## src/rtl/i2c_rf_pkg.sv

```systemverilog
package i2c_rf_pkg;

    localparam int BYTE_W = 8;

    // register offsets
    localparam int OFS_OWN  = 0;
    localparam int OFS_DIV  = 1;
    localparam int OFS_CTRL = 2;
    localparam int OFS_STAT = 3;
    localparam int OFS_DATA = 4;

    // control bit positions
    localparam int CB_EN   = 7;
    localparam int CB_IEN  = 6;
    localparam int CB_MST  = 5;
    localparam int CB_TX   = 4;
    localparam int CB_RSTA = 2;

    // status bit positions
    localparam int SB_BUSY = 5;
    localparam int SB_ARB  = 4;
    localparam int SB_IIF  = 1;
    localparam int SB_RXAK = 0;

    localparam logic [BYTE_W-1:0] CTRL_KEEP = 8'hF4;
    localparam logic [BYTE_W-1:0] OWN_KEEP  = 8'hFE;
    localparam logic [BYTE_W-1:0] FILL_BYTE = 8'hFF;

    typedef enum logic [1:0] {
        OP_START = 2'd0,
        OP_WRITE = 2'd1,
        OP_READ  = 2'd2,
        OP_STOP  = 2'd3
    } rf_op_e;

    typedef enum logic [2:0] {
        S_IDLE = 3'd0,
        S_ADDR = 3'd1,
        S_TX   = 3'd2,
        S_RX   = 3'd3,
        S_STOP = 3'd4
    } seq_state_e;

endpackage

```

## src/rtl/i2c_rf_seq.sv

```systemverilog
module i2c_rf_seq
    import i2c_rf_pkg::*;
(
    input  logic              clk,
    input  logic              rst_n,
    input  logic              launch_start,
    input  logic              launch_tx,
    input  logic              launch_rx,
    input  logic              req_stop,
    input  logic [BYTE_W-1:0] tx_byte,
    input  logic              cmd_done,
    input  logic              cmd_nack,
    output logic              cmd_valid,
    output logic [1:0]        cmd_op,
    output logic [BYTE_W-1:0] cmd_byte,
    output logic              seq_idle,
    output logic              xfer_live,
    output logic              ev_ack,
    output logic              ev_nack,
    output logic              ev_rx
);

    seq_state_e        st_q, st_nxt;
    logic              open_q;
    logic              stop_pend_q;
    logic [BYTE_W-1:0] byte_q;
    logic              in_data_cmd;

    assign in_data_cmd = (st_q == S_ADDR) || (st_q == S_TX);

    // state register
    always_ff @(posedge clk or negedge rst_n) begin
        if (!rst_n) begin
            st_q <= S_IDLE;
        end else begin
            st_q <= st_nxt;
        end
    end

    // next-state decode
    always_comb begin
        st_nxt = st_q;
        unique case (st_q)
            S_IDLE: begin
                if (launch_start)      st_nxt = S_ADDR;
                else if (launch_tx)    st_nxt = S_TX;
                else if (launch_rx)    st_nxt = S_RX;
                else if (req_stop)     st_nxt = S_STOP;
            end
            S_ADDR, S_TX: begin
                if (cmd_done)
                    st_nxt = (cmd_nack || stop_pend_q || req_stop) ? S_STOP : S_IDLE;
            end
            S_RX: begin
                if (cmd_done)
                    st_nxt = (stop_pend_q || req_stop) ? S_STOP : S_IDLE;
            end
            S_STOP: begin
                if (cmd_done) st_nxt = S_IDLE;
            end
            default: st_nxt = S_IDLE;
        endcase
    end

    // command outputs
    always_comb begin
        cmd_valid = 1'b1;
        cmd_op    = OP_STOP;
        cmd_byte  = '0;
        unique case (st_q)
            S_IDLE: cmd_valid = 1'b0;
            S_ADDR: begin
                cmd_op   = OP_START;
                cmd_byte = byte_q;
            end
            S_TX: begin
                cmd_op   = OP_WRITE;
                cmd_byte = byte_q;
            end
            S_RX:   cmd_op = OP_READ;
            S_STOP: cmd_op = OP_STOP;
            default: cmd_valid = 1'b0;
        endcase
    end

    // transfer bookkeeping: open flag, deferred stop, latched byte
    always_ff @(posedge clk or negedge rst_n) begin
        if (!rst_n) begin
            open_q      <= 1'b0;
            stop_pend_q <= 1'b0;
            byte_q      <= '0;
        end else begin
            if (st_q == S_IDLE && (launch_start || launch_tx))
                byte_q <= tx_byte;

            if (req_stop)
                open_q <= 1'b0;
            else if (st_q == S_ADDR && cmd_done && !cmd_nack && !stop_pend_q)
                open_q <= 1'b1;
            else if (st_q == S_TX && cmd_done && cmd_nack)
                open_q <= 1'b0;

            if (st_nxt == S_STOP)
                stop_pend_q <= 1'b0;
            else if (req_stop && st_q != S_IDLE)
                stop_pend_q <= 1'b1;
        end
    end

    assign seq_idle  = (st_q == S_IDLE);
    assign xfer_live = open_q || in_data_cmd || (st_q == S_RX);
    assign ev_ack    = cmd_done && !cmd_nack && in_data_cmd;
    assign ev_nack   = cmd_done &&  cmd_nack && in_data_cmd;
    assign ev_rx     = cmd_done && (st_q == S_RX);

endmodule

```

## src/rtl/i2c_rf_regs.sv

```systemverilog
module i2c_rf_regs
    import i2c_rf_pkg::*;
#(
    parameter int ADDR_W = 3,
    parameter int DIV_W  = 6
) (
    input  logic              clk,
    input  logic              rst_n,
    input  logic              reg_wr,
    input  logic              reg_rd,
    input  logic [ADDR_W-1:0] reg_addr,
    input  logic [BYTE_W-1:0] reg_wdata,
    output logic [BYTE_W-1:0] reg_rdata,
    output logic [DIV_W-1:0]  div_o,
    output logic              irq,
    input  logic              seq_idle,
    input  logic              xfer_live,
    input  logic              ev_ack,
    input  logic              ev_nack,
    input  logic              ev_rx,
    input  logic [BYTE_W-1:0] rx_byte,
    output logic              launch_start,
    output logic              launch_tx,
    output logic              launch_rx,
    output logic              req_stop,
    output logic [BYTE_W-1:0] tx_byte
);

    logic [BYTE_W-1:0] own_q, ctrl_q, stat_q, held_q;
    logic [DIV_W-1:0]  div_q;

    logic hit_own, hit_div, hit_ctrl, hit_stat, hit_data;
    logic soft_rst, ctrl_norm, data_wr_ok, data_rd_mst, fill_held, irq_req;
    logic [BYTE_W-1:0] ctrl_new;

    assign hit_own  = (reg_addr == ADDR_W'(OFS_OWN));
    assign hit_div  = (reg_addr == ADDR_W'(OFS_DIV));
    assign hit_ctrl = (reg_addr == ADDR_W'(OFS_CTRL));
    assign hit_stat = (reg_addr == ADDR_W'(OFS_STAT));
    assign hit_data = (reg_addr == ADDR_W'(OFS_DATA));

    assign ctrl_new  = reg_wdata & CTRL_KEEP;
    assign soft_rst  = reg_wr && hit_ctrl && ctrl_q[CB_EN] && !reg_wdata[CB_EN];
    assign ctrl_norm = reg_wr && hit_ctrl && !soft_rst;

    // data register actions
    assign data_wr_ok   = reg_wr && hit_data && ctrl_q[CB_EN] && ctrl_q[CB_MST] && seq_idle;
    assign launch_start = data_wr_ok && !xfer_live;
    assign launch_tx    = data_wr_ok &&  xfer_live;
    assign tx_byte      = reg_wdata;
    assign data_rd_mst  = reg_rd && hit_data && ctrl_q[CB_MST] && seq_idle;
    assign launch_rx    = data_rd_mst && xfer_live && !ctrl_q[CB_TX];
    assign fill_held    = data_rd_mst && !launch_rx;

    // end of an open transfer: soft reset, master drop or repeated start
    assign req_stop = xfer_live &&
                      (soft_rst || (ctrl_norm && (!ctrl_new[CB_MST] || ctrl_new[CB_RSTA])));

    assign irq_req = (ev_ack || ev_rx) && ctrl_q[CB_EN] && ctrl_q[CB_IEN];

    always_ff @(posedge clk or negedge rst_n) begin
        if (!rst_n) begin
            own_q  <= '0;
            div_q  <= '0;
            ctrl_q <= '0;
            stat_q <= '0;
            held_q <= '0;
        end else begin
            if (reg_wr && hit_own)
                own_q <= reg_wdata & OWN_KEEP;
            if (reg_wr && hit_div)
                div_q <= reg_wdata[DIV_W-1:0];
            if (soft_rst) begin
                div_q  <= '0;
                ctrl_q <= '0;
                stat_q <= '0;
                held_q <= '0;
            end
            if (ctrl_norm) begin
                ctrl_q          <= ctrl_new;
                ctrl_q[CB_RSTA] <= ctrl_new[CB_RSTA] && !xfer_live;
                stat_q[SB_BUSY] <= ctrl_new[CB_MST];
            end
            if (reg_wr && hit_stat) begin
                if (stat_q[SB_IIF] && !reg_wdata[SB_IIF]) stat_q[SB_IIF] <= 1'b0;
                if (stat_q[SB_ARB] && !reg_wdata[SB_ARB]) stat_q[SB_ARB] <= 1'b0;
            end
            if (fill_held)
                held_q <= FILL_BYTE;
            if (ev_ack)
                stat_q[SB_RXAK] <= 1'b0;
            if (ev_nack)
                stat_q[SB_RXAK] <= 1'b1;
            if (ev_rx)
                held_q <= rx_byte;
            if (irq_req)
                stat_q[SB_IIF] <= 1'b1;
        end
    end

    always_comb begin
        reg_rdata = '0;
        if (hit_own)       reg_rdata = own_q;
        else if (hit_div)  reg_rdata = BYTE_W'(div_q);
        else if (hit_ctrl) reg_rdata = ctrl_q;
        else if (hit_stat) reg_rdata = stat_q;
        else if (hit_data) reg_rdata = held_q;
    end

    assign div_o = div_q;
    assign irq   = stat_q[SB_IIF];

endmodule

```

## src/rtl/i2c_master_regfront.sv

```systemverilog
module i2c_master_regfront
    import i2c_rf_pkg::*;
#(
    parameter int ADDR_W = 3,
    parameter int DIV_W  = 6
) (
    input  logic              clk,
    input  logic              rst_n,
    input  logic              reg_wr,
    input  logic              reg_rd,
    input  logic [ADDR_W-1:0] reg_addr,
    input  logic [7:0]        reg_wdata,
    output logic [7:0]        reg_rdata,
    output logic              cmd_valid,
    output logic [1:0]        cmd_op,
    output logic [7:0]        cmd_byte,
    input  logic              cmd_done,
    input  logic              cmd_nack,
    input  logic [7:0]        rx_byte,
    output logic [DIV_W-1:0]  div_o,
    output logic              irq
);

    logic              seq_idle, xfer_live;
    logic              ev_ack, ev_nack, ev_rx;
    logic              launch_start, launch_tx, launch_rx, req_stop;
    logic [BYTE_W-1:0] tx_byte;

    i2c_rf_regs #(
        .ADDR_W(ADDR_W),
        .DIV_W (DIV_W)
    ) u_regs (
        .clk         (clk),
        .rst_n       (rst_n),
        .reg_wr      (reg_wr),
        .reg_rd      (reg_rd),
        .reg_addr    (reg_addr),
        .reg_wdata   (reg_wdata),
        .reg_rdata   (reg_rdata),
        .div_o       (div_o),
        .irq         (irq),
        .seq_idle    (seq_idle),
        .xfer_live   (xfer_live),
        .ev_ack      (ev_ack),
        .ev_nack     (ev_nack),
        .ev_rx       (ev_rx),
        .rx_byte     (rx_byte),
        .launch_start(launch_start),
        .launch_tx   (launch_tx),
        .launch_rx   (launch_rx),
        .req_stop    (req_stop),
        .tx_byte     (tx_byte)
    );

    i2c_rf_seq u_seq (
        .clk         (clk),
        .rst_n       (rst_n),
        .launch_start(launch_start),
        .launch_tx   (launch_tx),
        .launch_rx   (launch_rx),
        .req_stop    (req_stop),
        .tx_byte     (tx_byte),
        .cmd_done    (cmd_done),
        .cmd_nack    (cmd_nack),
        .cmd_valid   (cmd_valid),
        .cmd_op      (cmd_op),
        .cmd_byte    (cmd_byte),
        .seq_idle    (seq_idle),
        .xfer_live   (xfer_live),
        .ev_ack      (ev_ack),
        .ev_nack     (ev_nack),
        .ev_rx       (ev_rx)
    );

endmodule

```

## config.mk

```make
export PLATFORM = sky130hd
export DESIGN_NAME = i2c_master_regfront
export DESIGN_NICKNAME = d
export VERILOG_FILES = /design/src/rtl/i2c_rf_pkg.sv /design/src/rtl/i2c_rf_seq.sv /design/src/rtl/i2c_rf_regs.sv /design/src/rtl/i2c_master_regfront.sv
export SDC_FILE = /design/constraint.sdc
export NUM_CORES = 1
export LEC_CHECK = 0
export BUFFER_PORTS_ARGS = -buffer_cell sky130_fd_sc_hd__buf_2
export CORE_MARGIN = 2
export CORE_UTILIZATION = 57
export DETAILED_ROUTE_END_ITERATION = 12
export PLACE_DENSITY_LB_ADDON = 0.1
export SYNTH_ARGS = -nofsm -noshare
export SYNTH_HDL_FRONTEND = slang
export SYNTH_SLANG_ARGS = --single-unit
```

## constraint.sdc

```tcl
create_clock -name clk -period 2.6 [get_ports clk]
set_input_delay 0.52 -clock clk [delete_from_list [all_inputs] [get_ports clk]]
set_output_delay 0.52 -clock clk [all_outputs]
set_load 0.01 [all_outputs]
```

# Word-level counts from Yosys, hierarchy flattened
# Index checks and enable logic that the tools add are counted.
[word_totals]
ff_bits = 46
latchBits = 0
mem_bits_rw = 0
romBits = 0
inputBits = 25
elab_cells = 127
memories = 0
[op_classes]
add_sub_neg = 0
n_mul = 0
n_div = 0
magnitude_cmp = 0
n_eq_ne = 9
n_shift = 0
mux = 38
bitwise_logic = 0
reduce_logical = 69
[op_table]
columns = ["cell", "n"]
rows = [
  ["two-way mux 8 bit", 10],
  ["logical AND 1 bit", 38],
  ["two-way mux 3 bit", 9],
  ["two-way mux 6 bit", 3],
  ["two-way mux 1 bit", 14],
  ["== test 3 x 2 -> 1 bit, second input constant", 4],
  ["one-hot mux 3 bit (4 select lines)", 1],
  ["nonzero test 3 bit", 4],
  ["zero test 1 bit", 10],
  ["logical OR 1 bit", 10],
  ["== test 3 bit, second input constant", 3],
  ["== test 3 x 1 -> 1 bit, second input constant", 2],
  ["zero test 3 bit", 2],
  ["one-hot mux 2 bit (3 select lines)", 1],
  ["nonzero test 2 bit", 3],
  ["OR reduction 4 bit", 1],
  ["OR reduction 2 bit", 1],
]

# Logic depth before layout (Yosys ltp)
# Gate-level depths: netlist of run 1.
[depth]
word_depth = 16
mapped_depth = 6
mapped_depth_nobuf = 4

# Modules after synthesis
# A second synthesis of run 1 with hierarchy kept.
[unflattened]
hier_cells = 238
hier_area_um2 = 2376.0
[modules_own_cells]
columns = ["module", "n_inst", "cells_per_inst", "area_each_um2"]
rows = [
  ["i2c_rf_regs", 1, 170, 1662.8],
  ["i2c_rf_seq", 1, 68, 713.2],
]

# Least setup slack after synthesis of run 1
# OpenSTA, ideal clock, no wires.
[synth_timing]
path_kind = "input-to-output"
start = "in reg_addr[1]"
end = "out reg_rdata[0]"
arrival_ns = 1.387
setup_slack_ns = 0.693
stages = 4
n_path_buf = 2
path_cell_list = "buf_2 > buf_1 > mux2i_1 > o21ai_0"
[synth_between]
elab_chain_len = 6
word_cells_on_any_way = 10
classes_between = "4 x eq/ne; 5 x mux; 1 x reduce/logical"
[synth_rtl]
columns = ["element", "line", "source"]
rows = [
  ["from (decl)", "i2c_master_regfront.sv:11", "input logic [ADDR_W-1:0] reg_addr,"],
  ["== test 3 bit", "i2c_rf_regs.sv:40", "assign hit_data = (reg_addr == ADDR_W'(OFS_DATA));"],
  ["two-way mux 8 bit", "i2c_rf_regs.sv:107", "else if (hit_data) reg_rdata = held_q;"],
  ["two-way mux 8 bit", "i2c_rf_regs.sv:106", "else if (hit_stat) reg_rdata = stat_q;"],
  ["two-way mux 8 bit", "i2c_rf_regs.sv:105", "else if (hit_ctrl) reg_rdata = ctrl_q;"],
  ["two-way mux 8 bit", "i2c_rf_regs.sv:104", "else if (hit_div) reg_rdata = BYTE_W'(div_q);"],
  ["two-way mux 8 bit *", "i2c_rf_regs.sv:103", "if (hit_own) reg_rdata = own_q;"],
  ["to (decl)", "i2c_master_regfront.sv:13", "output logic [7:0] reg_rdata,"],
]
# Every way passes the cells marked *; elsewhere a longest branch is shown, timed or not.

# Worst setup path after layout of run 1
[layout_timing]
start = "reg u_seq.st_q[1]"
end = "out cmd_byte[4]"
[layout_between]
elab_chain_len = 3
word_cells_on_any_way = 4
classes_between = "2 x eq/ne; 1 x mux; 1 x reduce/logical"
[layout_rtl]
columns = ["element", "line", "source"]
rows = [
  ["from (decl)", "i2c_rf_seq.sv:23", "seq_state_e st_q, st_nxt;"],
  ["from (signal assigned)", "i2c_rf_seq.sv:36", "st_q <= st_nxt;"],
  ["== test 3 x 2 -> 1 bit / == test 3 x 1 -> 1 bit (equally long branches)", "i2c_rf_seq.sv:70", "unique case (st_q)"],
  ["OR reduction 2 bit (no line) *", "--", ""],
  ["two-way mux 8 bit *", "i2c_rf_seq.sv:70", ""],
  ["to (decl)", "i2c_master_regfront.sv:16", "output logic [7:0] cmd_byte,"],
]
# Marked as above.

==> metrics, run 1 <==
outcome finished, final reports clean; I/O Buffers 50; power density over the cells 712 nW/µm²; Post-Synth Adder-Cell Area 0.455%; post-synthesis xor/xnor area fraction 0.796%; DRT Wirelength 4910 µm; total nets after synthesis 230; WP buf/inv 1; RSZ-0062 raised after global routing no; max_slew headroom 38.0%; H-tree Lvls 2; Total GRT Usage 24.7%; grt ovf 0; Mapped Cells 205; Sequential Area 1050 µm²; initial antenna violation count 0; simple-gate share of the synthesized area 20.9%; die footprint 4370 µm²; Post-Syn Area 2200 µm²; # Post-CTS Setup Buffers 0; vias in the first global route 1616; Routability Congestion 0.897; EDFF count, synth 0; crit-path max cell delay 530 ps; Core ar. 3690 µm²; critical path depth 4; Die Y 66.1 µm; mux share of post-synthesis cell area 12.3%; Iter 0 DRT Violations 171; WS Path Type reg -> out; nature of the critical path endpoint primary output; Finished Core Util 68.8%; CTS tree yes; dpl cell area 2440 µm²; # DRC 0; CTS Root Cell clkbuf_8; synth unique cells 47; clock buffer count from CTS 5; Max-Cap Viols 0; Starting Density 59.6%; critical path launch point type flip-flop; final slew viol count 0; WHS 344 ps; clock buffer depth 2; clk_lat worst skew 300 ps; Final min period 2240 ps; nets@finish 275; Final Setup Violations 0; Worst-Margin Slew 929 ps; complex-gate fraction of the synthesized area 13.5%; first-pass GRT wire length 8000 µm; main flop type after synthesis dfrtp_1; Avg WL per Cell 16.4 µm; CP max-delay cell dfrtp_1; Synth Area per Inst 10.7 µm²; drt pass-1 iters 4; post-cts resize count 0; Yosys reg bits 42; Worst Hold Class in -> async; Critical Path AT 1720 ps; chip width 66.1 µm; CP top delay family simple AND/OR/NAND/NOR gates; Final Hold Viols 0; FP Rows 22; Synth Warn # 0; Synth-to-Final Area Change 15.3%; io pins 51; setup TNS 0 ps; fillers 314; Worst Slack Setup Final 357 ps; placed wire-length estimate 3630 µm; Worst Reg-to-Reg Cells 4; share of layout cells above drive strength 1 35.1%; worst path cell trace xnor2_1 > nor2_1 > and2_1 > buf_2; post-route ant nets 0; largest family of logic cells by synthesized area simple AND/OR/NAND/NOR gates; register area share after synthesis 47.8%; Tcrit/Tclk final 86.3%; Lkg Pwr 1.24 nW; # diodes 0; fin area 2540 µm²; Avg Vias per Cell 5.86; Max Clk Rate 446 MHz; area of the multi-input gates 1060 µm²; Worst Skew 8.78 ps; DP Worst Slack 486 ps; Async SR Flop Fraction 100%; clk sinks 42; Critical Path Fanout Max 11; clk slew on worst S/H paths 80 ps; # hold bufs at CTS 0; pin count of the biggest net entering global routing 43; CP required 2080 ps; VDD IR max 0.000410 V; via count 1753
Yosys cell counts, types with 4 or more instances:
master | count | area, µm²
mux2i_1 | 8 | 80.1
buf_2 | 7 | 35.0
inv_1 | 6 | 22.5
nand2_1 | 18 | 67.6
a221o_1 | 8 | 80.1
nand2b_1 | 4 | 25.0
o21ai_0 | 8 | 40.0
and2_1 | 8 | 50.1
mux2_2 | 17 | 191
nand3_1 | 5 | 25.0
dfrtp_1 | 42 | 1050
a21oi_1 | 9 | 45.0
nor2_1 | 19 | 71.3
a22o_1 | 5 | 43.8
cell families (layout without fill, tap and decap cells):
logic type                 Yosys count  count (layout)
and+or+nand+nor                     76              76
buffers and inverters               18              64
AOI/OAI and AO/OA                   41              41
DFF                                 42              42
adders and majority gates            1               1
xor gates and xnor gates             2               2
muxes                               25              25
flip-flops by register name, indices dropped and copies added, names as in the netlist:
signal and cells:
u_regs.ctrl_q 5, u_seq.st_q 3, u_seq.open_q 1, u_regs.held_q 8, u_seq.stop_pend_q 1, u_regs.own_q 7
u_regs.stat_q 3, u_regs.div_o 6, u_seq.byte_q 8
cell usage in the layout (no fill, tap or decap), drive strengths merged, types with 3 or more instances in the layout:
cell and count:
nor4b 3, nand2b 4, nand2 18, nand3 6
inv 6, mux2 17, o21ai 8, and2 8
nor2b 3, a221o 8, a21oi 9, mux2i 8
buf 50, dfrtp 42, nor2 21, clkbuf 6
a22o 5
power breakdown:
part / leakage, nW / switching [W] / internal [W]
sequential: 0.538 / 0.000126 / 0.000817
clock: 0.0472 / 0.000223 / 0.000213
combinational: 0.652 / 0.000205 / 0.000220
total: 1.24 / 0.000554 / 0.00125
layer usage:
metal	vias to the layer above	routed length, µm	GRT usage [%]
met1	867	2250	35.0
met4	0	46	6.89
li1	830	-	-
met2	50	2330	38.4
met3	6	289	5.28
met5	-	0	0
final cells by class:
cell class,instances,share of cell area [%]
Tap cell,48,2.37
Clock inverter,2,0.493
Multi-Input combinational cell,145,41.7
Sequential cell,42,41.4
Inverter,6,0.888
Timing Repair Buffer,50,9.87
Clock buffer,6,3.26
path summary, 6_finish.rpt:
path	start	endpoint	slack [ps]
setup / recovery	u_seq.st_q[1]$_DFF_PN0_	cmd_byte[4]	360
hold / removal	rst_n	u_seq.st_q[2]$_DFF_PN0_	340
setup reg to reg	u_seq.st_q[1]$_DFF_PN0_	u_seq.byte_q[3]$_DFFE_PN0P_	920
hold reg to reg	u_seq.byte_q[5]$_DFFE_PN0P_	u_seq.byte_q[5]$_DFFE_PN0P_	500
max in group asynchronous	rst_n	u_regs.own_q[4]$_DFFE_PN0P_	1660
min in group clk	rx_byte[3]	u_regs.held_q[3]$_DFFE_PN0P_	450
stage by stage:
stage / power (W) / cells
after global routing: 0.00192 / 299
after detailed placement: 0.00138 / 291
after global placement: 0.00137 / 291
after floorplan: 0.00121 / 205
after CTS: 0.00182 / 299
final: 0.00180 / 299
Note: power is estimated with default switching activity, not from simulation.
==> run 2: changes to the inputs <==
Settings changed: GPL_TIMING_DRIVEN set to 0.
==> run 2 against run 1 <==
Net effect: global-route usage up 1.4 points; non-clock buffer count up 9; die area unchanged; design area up 2.7%; routed wire length up 3.7%.
==> metrics, run 2 (synthesized netlist as in run 1, its figures left out) <==
Synth-to-Final Area Change 18.4%; Max-Cap Viols 0 (unchanged); clock buffer count from CTS 5 (unchanged); commonest non-fill, non-tap cell in the layout buf_2; CP max-delay cell dfrtp_1; WS Path Type reg -> out; I/O Buffers 47 (-6.0%); met3 WL 253 µm (-12%); share of total power in the clock network 26.1% (+1.9 points); Largest regs u_regs.held_q (8), u_seq.byte_q (8), u_regs.own_q (7); initial antenna violation count 0 (unchanged); RSZ-0062 raised after global routing no; clk sinks 42 (unchanged); io pins 51 (unchanged); Final Hold Viols 0 (unchanged); setup TNS 0 ps (unchanged); Die Y 66.1 µm (unchanged); FP Rows 22 (unchanged); worst path cell trace buf_4 > xnor2_1 > nor2_1 > and2_1 > buf_2; crit-path max cell delay 420 ps (-110 ps); outcome finished, final reports clean; clk_lat worst skew 300 ps (about the same); CTS Root Cell clkbuf_8; metal2 WL 2350 µm (+1.2%); grt ovf 0 (unchanged); drt pass-1 iters 4 (unchanged); Avg WL per Cell 16.5 µm (+0.68%); # DRC 0 (unchanged); Worst Skew 10.3 ps (+1.50 ps); VDD IR max 0.000478 V (+17%); met1 wire length 2420 µm (+7.6%); Sw Share 29.6% (-1.1 points); Avg Vias per Cell 5.84 (-0.37%); non-filler cells, final 308 (+3.0%); # Post-CTS Setup Buffers 0 (unchanged); Psw 0.000551 W (-0.40%); Sequential Area 1050 µm² (unchanged); Tcrit/Tclk final 87.5% (+1.2 points); post-cts resize count 0 (unchanged); Routability Congestion 0.817 (-8.9%); Worst-Margin Slew 945 ps (+15.6 ps); Critical Path AT 1760 ps (+40 ps); pin count of the biggest net entering global routing 43 (unchanged); design internal power 0.00131 W (+4.8%); Top Layer Used met4; placed wire-length estimate 3610 µm (-0.36%); first-pass GRT wire length 8380 µm (+4.6%); DRT Wirelength 5090 µm (+3.7%); Core ar. 3690 µm² (unchanged); Worst Hold Class in -> async; nature of the critical path endpoint primary output; Final min period 2280 ps (+32.3 ps); area of the multi-input gates 1060 µm² (unchanged); final slew viol count 0 (unchanged); die footprint 4370 µm² (unchanged); Total GRT Usage 26.1% (+1.4 points); share of layout cells above drive strength 1 36.5% (+1.5 points); # hold bufs at CTS 0 (unchanged); Seq pwr share 50.3% (-2.0 points); CTS tree yes; Starting Density 59.6% (unchanged); critical path launch point type flip-flop; vias in the first global route 1676 (+3.7%); Max Clk Rate 439 MHz (-1.4%); power density over the cells 715 nW/µm² (+0.45%); post-route ant nets 0 (unchanged); CP required 2080 ps (about the same); Post-Place Cells 300 (+3.1%); H-tree Lvls 2 (unchanged); Iter 0 DRT Violations 169 (-1.2%); clock buffer depth 2 (unchanged); fillers 303 (-3.5%); Critical Path Fanout Max 10 (-1); Final Setup Violations 0 (unchanged); chip width 66.1 µm (unchanged); commonest non-fill, non-tap cells in the layout buf_2, dfrtp_1, nor2_1; # diodes 0 (unchanged); combinational power share 23.5% (about the same); nets@finish 284 (+3.3%); via count 1799 (+2.6%); Lkg Pwr 1.29 nW (+3.9%); clk slew on worst S/H paths 80 ps (about the same); max_slew headroom 37.0% (-1.0 points)
==> run 2: changes by cell type in the layout (fill, tap and decap cells not counted), sizes merged <==
cell | previous run | this run
clkinvlp | 1 | 0
clkbuf | 6 | 8
buf | 50 | 59
clkinv | 1 | 0
==> run 2: worst max-delay path: cells and delay by family (launching register included) <==
kind	cells	cell delay, ps
buffers and inverters	2	310
and+or+nand+nor	2	610
xor gates and xnor gates	1	120
DFF	1	420
==> run 2: metal layers <==
layer | vias to the layer above | track usage [%]
li1 | 850 | -
met3 | 6 | 6.13
met2 | 53 | 40.9
met1 | 890 | 36.4
met5 | - | 0
met4 | 0 | 7.40
==> run 2: final cells by class <==
class                           count  share of cell area, %
Multi-Input combinational cell    145                   40.6
Sequential cell                    42                   40.3
Timing Repair Buffer               47                   9.03
Clock buffer                        8                   4.23
Buffer                             12                   2.64
Tap cell                           48                   2.31
Inverter                            6                  0.865
==> run 2: path summary, 6_finish.rpt <==
kind	from	to	slack [ps]	cells past startpoint
setup / recovery	u_seq.st_q[1]$_DFF_PN0_	cmd_byte[1]	320	5
hold / removal	rst_n	u_seq.st_q[0]$_DFF_PN0_	360	1
setup reg to reg	u_seq.st_q[2]$_DFF_PN0_	u_regs.held_q[4]$_DFFE_PN0P_	950	6
hold reg to reg	u_seq.byte_q[5]$_DFFE_PN0P_	u_seq.byte_q[5]$_DFFE_PN0P_	500	1
max in group asynchronous	rst_n	u_regs.stat_q[4]$_DFF_PN0_	1640	1
min in group clk	rx_byte[7]	u_regs.held_q[7]$_DFFE_PN0P_	450	2
==> run 2: power groups by stage <==
stage | combinational, W | clock [W] | sequential (W)
5_1_grt | 0.000490 | 0.000526 | 0.000958
6_report | 0.000438 | 0.000487 | 0.000937
3_3_place_gp | 0.000425 | 0 | 0.000940
4_1_cts | 0.000439 | 0.000495 | 0.000934
2_1_floorplan | 0.000301 | 0 | 0.000913
3_5_place_dp | 0.000433 | 0 | 0.000942
==> run 2: metrics by stage <==
step / power (W) / setup WS, ps / instance area, µm² / utilization [%] / hold WS (ps)
finish: 0.00186 / 324 / 2610 / 70.6 / 362
global placement: 0.00137 / 425 / 2490 / 67.6 / 480
global route: 0.00197 / 205 / 2610 / 70.6 / 430
detailed placement: 0.00138 / 438 / 2490 / 67.6 / 484
floorplan: 0.00121 / 693 / 2200 / - / 224
CTS: 0.00187 / 313 / 2610 / 70.6 / 387
==> run 3: changes to the inputs <==
Settings changed: CORE_UTILIZATION 57 to 55, SYNTH_HIERARCHICAL set to 1.
==> run 3 against run 2 <==
Net effect: critical path depth is 3 higher; clock skew is 5.9 ps lower; combinational power is 53% higher; non-clock buffer count is 11 higher; sequential power is 2.6% higher; critical endpoint is now u_seq/stop_pend_q$_DFFE_PN0P_; clock power is 1% higher; final cell count is 12% higher; largest cell class unchanged; hold slack better by 9.3 ps; via count is 8.0% higher; utilization is 2.3 points lower; die area is 11% higher.
==> metrics, run 3 <==
Post-Place Cells 337 (+12%); io pins 51 (unchanged); placed wire-length estimate 4050 µm (+12%); clock buffer count from CTS 5 (unchanged); Post-Syn Area 2380 µm² (+8.0%); total nets after synthesis 263 (+14%); commonest non-fill, non-tap cell in the layout buf_2; Final min period 2260 ps (-15.9 ps); register area share after synthesis 44.2% (-3.5 points); Synth Area per Inst 9.98 µm² (-7.0%); fillers 340 (+12%); clk slew on worst S/H paths 70 ps (about the same); VDD IR max 0.000418 V (-13%); RSZ-0062 raised after global routing no; area leader, netlist dfrtp_1; # hold bufs at CTS 0 (unchanged); Total GRT Usage 23.8% (-2.3 points); Sw Share 32.2% (+2.5 points); nature of the critical path endpoint flip-flop; drt pass-1 iters 4 (unchanged); Yosys reg bits 42 (unchanged); Max Clk Rate 443 MHz (+0.70%); clock buffer depth 2 (unchanged); Psw 0.000683 W (+24%); H-tree Lvls 2 (unchanged); Iter 0 DRT Violations 162 (-4.1%); max_slew headroom 38.4% (+1.4 points); FP Rows 23 (+4.5%); initial antenna violation count 0 (unchanged); I/O Buffers 49 (+4.3%); first-pass GRT wire length 9140 µm (+9.1%); Worst Hold Class in -> async; Avg Vias per Cell 5.63 (-3.6%); critical path launch point type flip-flop; top post-synthesis cells by area dfrtp_1, mux2_2, nand2_1, o21ai_0, buf_4; vias in the first global route 1885 (+12%); design internal power 0.00144 W (+10%); Max-Cap Viols 0 (unchanged); share of layout cells above drive strength 1 34.2% (-2.3 points); commonest non-fill, non-tap cells in the layout buf_2, dfrtp_1, nand2_1; Synth-to-Final Area Change 17.4%; Routability Congestion 0.887 (+8.6%); Final Setup Violations 0 (unchanged); Async SR Flop Fraction 100% (unchanged); post-route ant nets 0 (unchanged); chip width 69.7 µm (+5.5%); Lkg Pwr 1.36 nW (+5.8%); clk_lat worst skew 290 ps (about the same); reg2reg start u_seq/st_q[1]$_DFF_PN0_; reg-to-reg slack, setup 340 ps (-610 ps); CTS Root Cell clkbuf_8; clk sinks 42 (unchanged); synth unique cells 48 (+2.1%); Synth Warn # 6 (+6); share of total power in the clock network 23.2% (-2.9 points); Mapped Cells 238 (+16%); post-cts resize count 0 (unchanged); # Post-CTS Setup Buffers 0 (unchanged); Yosys top cell area share 44.2% (-3.5 points); top-count cell post-synth dfrtp_1; dpl cell area 2680 µm² (+7.6%); power density over the cells 761 nW/µm² (+6.5%); CTS tree yes; Worst-Margin Slew 924 ps (-21.2 ps); CP required 2820 ps (+740 ps); pin count of the biggest net entering global routing 43 (unchanged); combinational power share 31.6% (+8.1 points); # DRC 0 (unchanged); EDFF count, synth 0 (unchanged); Starting Density 58.1% (-1.5 points); via count 1943 (+8.0%); setup TNS 0 ps (unchanged); Worst Reg-to-Reg Cells 8 (+2); capturing point of the worst reg2reg path u_seq/stop_pend_q$_DFFE_PN0P_; Critical Path Fanout Max 7 (-3); fin area 2790 µm² (+7.1%); die footprint 4860 µm² (+11%); top cells by count, synth dfrtp_1, nand2_1, o21ai_0; Core ar. 4090 µm² (+11%); outcome finished, final reports clean; Tcrit/Tclk final 86.9% (-0.61 points); Largest regs u_regs/held_q (8), u_seq/byte_q (8), u_regs/own_q (7); Seq pwr share 45.2% (-5.1 points); DRT Wirelength 5470 µm (+7.4%); Final Hold Viols 0 (unchanged); grt ovf 0 (unchanged); final slew viol count 0 (unchanged); nets@finish 319 (+12%); WS Path Type reg -> reg; main flop type after synthesis dfrtp_1; Worst Skew 4.40 ps (-5.88 ps); Critical Path AT 2480 ps (+720 ps); Die Y 69.7 µm (+5.5%); non-filler cells, final 345 (+12%); Avg WL per Cell 15.8 µm (-4.1%); # diodes 0 (unchanged)
==> run 3: cell types whose count changed in the layout (fill, tap and decap cells not counted), moves of 5 or more <==
cell,previous run,this run
a22o_1,5,0
clkbuf_1,0,5
nand2_1,18,27
nor2_1,19,12
a221o_1,8,0
buf_4,2,11
o21ai_0,8,17
nor2b_1,2,10
a21oi_1,9,15
==> run 3: final cells by class <==
| type | count | area (µm²) | share of cell area [%] |
|---|---|---|---|
| Sequential cell | 42 | 1050 | 37.7 |
| Clock buffer | 7 | 76.3 | 2.74 |
| Tap cell | 50 | 62.6 | 2.24 |
| Clock inverter | 1 | 30.0 | 1.08 |
| Inverter | 7 | 28.8 | 1.03 |
| Timing Repair Buffer | 49 | 245 | 8.79 |
| Buffer | 21 | 128 | 4.57 |
| Multi-Input combinational cell | 168 | 1170 | 41.9 |
==> run 3: through the flow <==
step | utilization (%) | setup slack [ps] | total power (W) | hold slack (ps)
after floorplan | - | 451 | 0.00141 | 224
after global placement | 65.7 | 265 | 0.00162 | 469
after detailed placement | 65.7 | 233 | 0.00164 | 472
after CTS | 68.3 | 333 | 0.00214 | 389
after global routing | 68.3 | 238 | 0.00227 | 434
final | 68.3 | 340 | 0.00212 | 372
==> run 3: power groups by stage <==
stage          combinational [W]  clock [W]  sequential, W
2_1_floorplan           0.000470          0       0.000942
3_3_place_gp            0.000657          0       0.000961
3_5_place_dp            0.000673          0       0.000970
4_1_cts                 0.000675   0.000507       0.000957
5_1_grt                 0.000742   0.000547       0.000986
6_report                0.000671   0.000493       0.000961
==> run 3: kinds of logic after synthesis <==
family | Yosys count | share of synthesized area (%)
XOR/XNOR | 2 | 0.737
AO/OA/AOI/OAI | 54 | 14.2
buffers and inverters | 28 | 6.58
flip-flops | 42 | 44.2
AND/OR/NAND/NOR | 88 | 23.3
multiplexers | 24 | 11.0
==> run 3: how the worst max path moves through the flow <==
stage | startpoint | to | slack (ps) | depth (start not counted)
finish | u_seq/st_q[1]$_DFF_PN0_ | u_seq/stop_pend_q$_DFFE_PN0P_ | 340 | 8
global placement | reg_addr[1] | u_seq/stop_pend_q$_DFFE_PN0P_ | 270 | 8
CTS | u_seq/st_q[2]$_DFF_PN0_ | u_seq/byte_q[2]$_DFFE_PN0P_ | 330 | 8
floorplan | reg_addr[0] | u_seq/stop_pend_q$_DFFE_PN0P_ | 450 | 7
global route | u_seq/st_q[2]$_DFF_PN0_ | u_seq/byte_q[2]$_DFFE_PN0P_ | 240 | 8
detailed placement | reg_addr[1] | u_seq/stop_pend_q$_DFFE_PN0P_ | 230 | 8
==> run 3: worst max-delay path: stages (launching register included) <==
cell	delay (ps)
dfrtp_1	450
or3_4	480
inv_4	90
and4_1	220
and4_2	270
nor2_1	60
and4b_1	180
a311o_2	340
nor2_2	110
==> run 3: metal layers <==
| metal | up-vias | GRT usage (%) | routed length (µm) |
|---|---|---|---|
| li1 | 945 | - | - |
| met1 | 933 | 31.6 | 2510 |
| met2 | 60 | 39.1 | 2580 |
| met3 | 5 | 6.10 | 321 |
| met4 | 0 | 6.41 | 55 |
| met5 | - | 0 | 0 |
